[config.mk]
export PLATFORM = sky130hd
export DESIGN_NAME = frac_clk_div
export DESIGN_NICKNAME = d
export VERILOG_FILES = /design/src/rtl/frac_clk_div_pkg.sv /design/src/rtl/fcd_mode_latch.sv /design/src/rtl/fcd_phase_acc.sv /design/src/rtl/fcd_frame_ctr.sv /design/src/rtl/fcd_clk_sel.sv /design/src/rtl/frac_clk_div.sv
export SDC_FILE = /design/constraint.sdc
export NUM_CORES = 1
export LEC_CHECK = 0
export BUFFER_PORTS_ARGS = -buffer_cell sky130_fd_sc_hd__buf_2
export CORE_ASPECT_RATIO = 1.5
export CORE_MARGIN = 3
export CORE_UTILIZATION = 55
export CTS_BUF_LIST = sky130_fd_sc_hd__clkbuf_2
export DETAILED_ROUTE_END_ITERATION = 8
export GPL_TIMING_DRIVEN = 0
export PLACE_DENSITY = 0.76
export SLEW_MARGIN = 5
export SYNTH_ARGS = -nofsm -noshare
export SYNTH_HDL_FRONTEND = slang
export SYNTH_HIERARCHICAL = 1
export SYNTH_SLANG_ARGS = --single-unit
[constraint.sdc]
create_clock -name clk -period 5.3 [get_ports clk]
set_input_delay 1.06 -clock clk [delete_from_list [all_inputs] [get_ports clk]]
set_output_delay 1.06 -clock clk [all_outputs]
set_load 0.1 [all_outputs]
[src/rtl/frac_clk_div_pkg.sv]
package frac_clk_div_pkg;

    localparam int RATIO_W = 16;

    typedef logic [RATIO_W-1:0] ratio_word_t;

    typedef enum logic {
        RATIO_INT  = 1'b0,
        RATIO_FINE = 1'b1
    } ratio_e;

    typedef struct packed {
        ratio_word_t step;
        ratio_word_t modulus;
        ratio_word_t frame_len;
    } ratio_t;

    typedef struct packed {
        logic        level;
        ratio_word_t acc;
    } phase_t;

    typedef struct packed {
        logic        mark;
        ratio_word_t count;
    } frame_t;

    function automatic ratio_t make_ratio(input int s, input int m, input int f);
        ratio_t r;
        r.step      = ratio_word_t'(s);
        r.modulus   = ratio_word_t'(m);
        r.frame_len = ratio_word_t'(f);
        return r;
    endfunction

    function automatic ratio_t pick_ratio(input ratio_e sel, input ratio_t int_r, input ratio_t fine_r);
        return (sel == RATIO_FINE) ? fine_r : int_r;
    endfunction

endpackage

[src/rtl/fcd_mode_latch.sv]
module fcd_mode_latch
    import frac_clk_div_pkg::*;
#(
    parameter int INT_STEP   = 1,
    parameter int INT_MOD    = 4,
    parameter int INT_FRAME  = 4096,
    parameter int FINE_STEP  = 1024,
    parameter int FINE_MOD   = 4860,
    parameter int FINE_FRAME = 4860
) (
    input  logic        clk,
    input  logic        rst,
    input  logic        realign,
    input  logic        mode_sel,
    output ratio_e      mode_q,
    output ratio_word_t step,
    output ratio_word_t modulus,
    output ratio_word_t frame_len
);

    localparam ratio_t INT_R  = make_ratio(INT_STEP, INT_MOD, INT_FRAME);
    localparam ratio_t FINE_R = make_ratio(FINE_STEP, FINE_MOD, FINE_FRAME);

    ratio_t active;

    always_ff @(posedge clk) begin
        if (rst) begin
            mode_q <= RATIO_INT;
        end else if (realign) begin
            mode_q <= ratio_e'(mode_sel);
        end
    end

    always_comb begin
        active    = pick_ratio(mode_q, INT_R, FINE_R);
        step      = active.step;
        modulus   = active.modulus;
        frame_len = active.frame_len;
    end

endmodule

[src/rtl/fcd_phase_acc.sv]
module fcd_phase_acc
    import frac_clk_div_pkg::*;
(
    input  logic        clk,
    input  logic        rst,
    input  logic        en,
    input  logic        realign,
    input  ratio_word_t step,
    input  ratio_word_t modulus,
    output logic        level
);

    localparam int SUM_W = RATIO_W + 1;

    phase_t           st_q;
    phase_t           st_d;
    logic [SUM_W-1:0] sum;
    logic [SUM_W-1:0] mod_ext;
    logic             wrap;

    always_comb begin
        sum     = {1'b0, st_q.acc} + {1'b0, step};
        mod_ext = {1'b0, modulus};
        wrap    = (sum >= mod_ext);
        st_d    = st_q;
        if (!en) begin
            st_d = '0;
        end else if (realign) begin
            st_d.acc   = '0;
            st_d.level = 1'b1;
        end else begin
            st_d.acc = wrap ? ratio_word_t'(sum - mod_ext) : ratio_word_t'(sum);
            if (wrap) begin
                st_d.level = ~st_q.level;
            end
        end
    end

    always_ff @(posedge clk) begin
        if (rst) begin
            st_q <= '0;
        end else begin
            st_q <= st_d;
        end
    end

    assign level = st_q.level;

endmodule

[src/rtl/fcd_frame_ctr.sv]
module fcd_frame_ctr
    import frac_clk_div_pkg::*;
(
    input  logic        clk,
    input  logic        rst,
    input  logic        en,
    input  logic        realign,
    input  ratio_word_t frame_len,
    output logic        mark
);

    frame_t      fr_q;
    frame_t      fr_d;
    ratio_word_t last_idx;

    always_comb begin
        last_idx = frame_len - ratio_word_t'(1);
        fr_d     = fr_q;
        if (!en) begin
            fr_d = '0;
        end else if (realign) begin
            fr_d.count = '0;
            fr_d.mark  = 1'b1;
        end else if (fr_q.count >= last_idx) begin
            fr_d.count = '0;
            fr_d.mark  = 1'b1;
        end else begin
            fr_d.count = fr_q.count + ratio_word_t'(1);
            fr_d.mark  = 1'b0;
        end
    end

    always_ff @(posedge clk) begin
        if (rst) begin
            fr_q <= '0;
        end else begin
            fr_q <= fr_d;
        end
    end

    assign mark = fr_q.mark;

endmodule

[src/rtl/fcd_clk_sel.sv]
module fcd_clk_sel (
    input  logic div_en,
    input  logic gen_clk,
    input  logic ext_clk,
    output logic sel_clk
);

    always_comb begin
        sel_clk = div_en ? gen_clk : ext_clk;
    end

endmodule

[src/rtl/frac_clk_div.sv]
module frac_clk_div
    import frac_clk_div_pkg::*;
#(
    parameter int INT_STEP   = 1,
    parameter int INT_MOD    = 4,
    parameter int INT_FRAME  = 4096,
    parameter int FINE_STEP  = 1024,
    parameter int FINE_MOD   = 4860,
    parameter int FINE_FRAME = 4860
) (
    input  logic clk,
    input  logic rst,
    input  logic div_en,
    input  logic mode_sel,
    input  logic frm_pulse,
    input  logic ext_bclk,
    output logic bit_clk,
    output logic bclk_out,
    output logic frame_out
);

    ratio_e      mode_act;
    ratio_word_t step;
    ratio_word_t modulus;
    ratio_word_t frame_len;
    logic        realign;

    assign realign = div_en & frm_pulse;

    fcd_mode_latch #(
        .INT_STEP  (INT_STEP),
        .INT_MOD   (INT_MOD),
        .INT_FRAME (INT_FRAME),
        .FINE_STEP (FINE_STEP),
        .FINE_MOD  (FINE_MOD),
        .FINE_FRAME(FINE_FRAME)
    ) u_mode (
        .clk      (clk),
        .rst      (rst),
        .realign  (realign),
        .mode_sel (mode_sel),
        .mode_q   (mode_act),
        .step     (step),
        .modulus  (modulus),
        .frame_len(frame_len)
    );

    fcd_phase_acc u_phase (
        .clk    (clk),
        .rst    (rst),
        .en     (div_en),
        .realign(realign),
        .step   (step),
        .modulus(modulus),
        .level  (bclk_out)
    );

    fcd_frame_ctr u_frame (
        .clk      (clk),
        .rst      (rst),
        .en       (div_en),
        .realign  (realign),
        .frame_len(frame_len),
        .mark     (frame_out)
    );

    fcd_clk_sel u_sel (
        .div_en (div_en),
        .gen_clk(bclk_out),
        .ext_clk(ext_bclk),
        .sel_clk(bit_clk)
    );

endmodule

# Yosys cells after proc, flatten, opt, wreduce, memory -nomap -nowiden
# Cells that the tools add are included.
[totals] wordCells=25 in_bits=6 reg_bits=35
[classes] muxes=7 reduce_logical=4 add_sub_neg=4 bitwise_logic=3 n_lt_le_gt_ge=2
[ops] cell="$mux 17" n=3
[ops] cell="$mux 43" n=1
[ops] cell="$add 16x11->17" n=1
[ops] cell="$ge 17x16->1" n=1
[ops] cell="$add 16x1->16 const B" n=1
[ops] cell="$ge 16x16->1" n=1
[ops] cell="$mux 16" n=1
[ops] cell="$sub 16x1->16 const B" n=1
[ops] cell="$sub 16x16->16" n=1
[ops] cell="$reduce_or 4->1" n=1
[ops] cell="$reduce_or 3->1" n=1
[ops] cell="$mux 1" n=2
[ops] cell="$not 1->1" n=2
[ops] cell="$reduce_bool 2->1" n=1
[ops] cell="$reduce_or 2->1" n=1
[ops] cell="$and 1x1->1" n=1

# Depth between registers and ports, before layout
[depth] depth_word=5 mapped_depth=18 depth_no_buf=16

# Modules after synthesis
# The synthesis kept the hierarchy.
[modules_own_cells] module="fcd_phase_acc" cells_each=300 area_each_um2=2338.5 seq_area_each_um2=340.3 instances=1
[modules_own_cells] module="fcd_frame_ctr" cells_each=158 area_each_um2=1407.6 seq_area_each_um2=340.3 instances=1
[modules_own_cells] module="fcd_mode_latch" cells_each=53 area_each_um2=397.9 seq_area_each_um2=20.0 instances=1
[modules_own_cells] module="fcd_clk_sel" cells_each=1 area_each_um2=15.0 seq_area_each_um2=0.0 instances=1
[modules_own_cells] module="frac_clk_div" cells_each=1 area_each_um2=6.3 seq_area_each_um2=0.0 instances=1

# Worst setup path after synthesis
# No wires, ideal clock.
[synth_timing] kind="register -> register" from="register u_mode.mode_q" to="register u_phase/st_q[10] in the netlist's numbering" arrival_ns=4.078 path_slack_ns=1.094 t_required_ns=5.172 path_stages_with_launch=18 n_path_buf=2 path_cell_list="dfxtp_1 -> inv_1 -> ha_1 -> fa_1 -> a211oi_1 -> nor2_1 -> o21ai_0 -> a2111oi_0 -> nor3_1 -> ha_1 -> a21o_1 -> a2111oi_4 -> nand4_2 -> or3_1 -> buf_6 -> buf_8 -> mux2i_1 -> nor2_1"
[synth_between] elab_chain_cells=4 elab_cells_between_ends=5 cone_classes="add/sub (2); order compare (1); mux (2)"
[synth_rtl] item="start, declared" line="fcd_mode_latch.sv:15" rtl="output ratio_e mode_q,"
[synth_rtl] item="start signal, assigned" line="fcd_mode_latch.sv:30" rtl="mode_q <= ratio_e'(mode_sel);"
[synth_rtl] item="$mux 43 (*)" line="frac_clk_div_pkg.sv:37" rtl="return (sel == RATIO_FINE) ? fine_r : int_r;"
[synth_rtl] item="named net step[0]" line="frac_clk_div.sv:23" rtl="ratio_word_t step;"
[synth_rtl] item="$add 16x11->17 (*)" line="fcd_phase_acc.sv:22" rtl="sum = {1'b0, st_q.acc} + {1'b0, step};"
[synth_rtl] item="$sub 16x16->16 or $ge 17x16->1 (tied branches)" line="fcd_phase_acc.sv:32, fcd_phase_acc.sv:24"
[synth_rtl] item="$mux 16 (*)" line="fcd_phase_acc.sv:32" rtl="st_d.acc = wrap ? ratio_word_t'(sum - mod_ext) : ratio_word_t'(sum);"
[synth_rtl] item="end signal, assigned" line="fcd_phase_acc.sv:43" rtl="st_q <= st_d;"
[synth_rtl] item="end, declared" line="fcd_phase_acc.sv:15" rtl="phase_t st_q;"
# The timed path passes the listed nets; every way through them passes the cells marked *.
# A chain may end at the register's enable or synchronous reset.

# Final worst setup path
# Ends and elaborated chain as after synthesis.

==> flow_summary.yaml <==
die:
  rows: 38
  chipHeight_um: 113
  die_area_um2: 8670
  coreArea_um2: 7270
  die_w_um: 77.1
  pin_count: 9
  start_util_pct: 57.3
timing:
  tightest_slew_ns: 0.792
  min_period_over_period_pct: 90.5
  relSlewSlack_pct: 47.2
  worst_hold_slack_ns: 0.543
  fin_crit_ns: 4.80
  timing.fmax_mhz: 209
  finalMaxSlewViolations: 0
  rsz0062_at_grt: "false"
  clock-skew-final_ns: 0.0180
  final_hold_viol_count: 0
  fin_setup_tns_ns: 0
  setup_viol: 0
setup_path:
  end_kind: "flop"
  crit_arrival_ns: 5.12
  worstSetupPathType: "flop to flop"
  reg2reg_depth: 17
  required_ns: 5.62
  critPathMaxFanout: 17
  start_kind: "flop"
placement:
  gp_congestion: 0.952
  hpwl_mm: 7.03
  portBuffers: 8
finish:
  nNetsFinal: 616
  diodes: 0
  nFillCells: 685
  drive_gt1_share_pct: 16.3
  areaGrowthSynthToFinish_pct: 7.66
grt:
  antenna_found_initial: 0
  track_usage_pct: 21.8
  grt_start_max_net_pins: 18
  grt_pass1_vias: 3557
  overflow: 0
  grt_pass1_wl_mm: 15.6
clocking:
  cts_setup_buffers: 0
  clock_latency_ns: 0.42
  cts_made_buffers: 5
  cts.clk_slew.worst_paths_ns: 0.20
  clock_sinks: 35
  cts_resized: 0
  cts-root-buf: "clkbuf_2"
  hold_buffers: 0
  cts_tree: "yes"
  clk_path_buf_depth: 2
  h-tree-depth: 2
power_and_ir_drop:
  total_power_mw: 1.50
  p_leak_nw: 1.97
  peakVddDrop_uv: 135
  power_density_nw_per_um2: 334
logic_synthesis:
  ys_seq_elements: 35
  synth-edff-count: 0
  ys.flop_type: "dfxtp_1"
  synth_cells: 513
  synth_area_um2: 4170
  synthArstFlopShare_pct: 0
  ys_seq_area_share_pct: 16.8
  syn_avg_cell_area_um2: 8.12
  yosysWarnings: 6
  synth_cell_types: 70
routing:
  drt_iter0_markers: 149
  drc: 0
  ant_nets: 0
  routedWlPerCell_um: 13.3
  vias: 3601
  drt_wl_total_mm: 8.76
  dr.pass1.iters: 4
  vias_per_cell: 5.46
worst_hold_path:
  worstHoldPathCells: 2
  hp-class: "flop to flop"
job:
  cap_violations: 0
run_status:
  run_status: "complete, no violations"
through the flow:
step / worst slack, ns / cell area, um2 / std cells / util [%]
finish: 0.505 / 4480 / 659 / 61.6
global route: 0.126 / 4480 / 659 / 61.6
CTS: 0.0938 / 4480 / 659 / 61.6
detailed placement: 0.191 / 4440 / 651 / 61.1
global placement: 0.207 / 4440 / 651 / 61.1
floorplan: 1.09 / 4280 / 543 / -
cell usage in the layout, fill, tap and decap left out, drive strengths merged, types with 4 or more instances in the layout:
master and instances:
buf 62, ha 50, nor2 40, dfxtp 35, inv 33, conb 32, nand2 31, xnor2 30
a21oi 29, o21ai 23, nor4 20, xor2 18, nand3 15, nand4 14, o21a 10, a21o 10
mux2i 9, nor3 9, a211oi 8, clkbuf 8, and2 5, or3 5, nor2b 4, a31oi 4
o21bai 4, a2111oi 4
final timing paths:
kind | start | end | slack (ns)
max reg2reg | u_mode/mode_q$_SDFFE_PP0P_ | u_phase/st_q[10]$_SDFF_PP0_ | 0.50
max | u_mode/mode_q$_SDFFE_PP0P_ | u_phase/st_q[10]$_SDFF_PP0_ | 0.50
min | u_frame/fr_q[15]$_SDFF_PP0_ | u_frame/fr_q[15]$_SDFF_PP0_ | 0.54
min reg2reg | u_frame/fr_q[15]$_SDFF_PP0_ | u_frame/fr_q[15]$_SDFF_PP0_ | 0.54
critical path, cell delays in order (launching register included):
cell and delay, ns:
dfxtp_2 0.62, inv_1 0.09, ha_1 0.26, a21oi_1 0.20
a2bb2oi_1 0.32, a21boi_1 0.24, or4b_2 0.68, o2111ai_1 0.17
ha_1 0.37, nand4_2 0.21, nor3_2 0.08, a2111oi_4 0.36
nand4_2 0.20, or3_1 0.39, buf_6 0.16, buf_8 0.15
mux2i_1 0.14, nor2_1 0.05
registers in the layout (all words and copies together) (netlist names):
signal,count
u_frame/fr_q,16
u_frame/mark,1
u_mode/mode_q,1
u_phase/level,1
u_phase/st_q,16
routing by layer:
metal  wire length [um]  track usage (%)
met5                  0                0
met4                186             8.19
met3                187             3.37
met2               4860             43.2
met1               3530             22.5
cell families after synthesis:
group	Yosys count	share of synthesized area, %
multiplexers	10	2.52
flip-flops	35	16.8
XOR/XNOR	48	10.1
buffers and inverters	90	13.2
AO/OA/AOI/OAI	118	20.5
other	2	0.180
AND/OR/NAND/NOR	158	20.8
adder cells (fa/ha/maj)	52	16.0
Yosys cell counts, types with 3 or more instances:
library cell,number,area (um2)
ha_1,50,626
buf_4,48,360
nor2_1,40,150
dfxtp_1,35,701
inv_1,33,124
nand2_1,31,116
xnor2_1,30,263
a21oi_1,28,140
o21ai_0,20,100
nor4_1,19,119
xor2_1,18,158
nand3_1,14,70.1
nand4_1,11,68.8
a21o_1,10,75.1
o21a_1,10,75.1
mux2i_1,9,90.1
a211oi_1,7,52.6
and2_1,5,31.3
nor3_1,5,25.0
or3_1,5,31.3
a31oi_1,4,25.0
nor2b_1,4,25.0
o21bai_1,4,30.0
buf_2,3,15.0
clkbuf_1,3,11.3
nand4_2,3,37.5
nor3_2,3,30.0
o211a_1,3,30.0
o211ai_1,3,22.5
cell type report:
cell class	instances	area, um2	area share [%]
plain buffers	57	424	9.46
clock buffers	5	25.0	0.558
clock inverters	3	15.0	0.335
inverters	33	124	2.76
multi-input cells	418	3030	67.6
flip-flops and latches	35	702	15.7
well taps	100	125	2.79
repair buffers	8	40.0	0.893
power breakdown:
group	total (mW)	internal, mW	leakage (nW)	switching, mW
registers	0.306	0.292	0.285	0.0135
clock network	0.132	0.0302	0.0325	0.102
logic	1.06	0.466	1.65	0.596
Note: power is estimated with default switching activity, not from simulation.
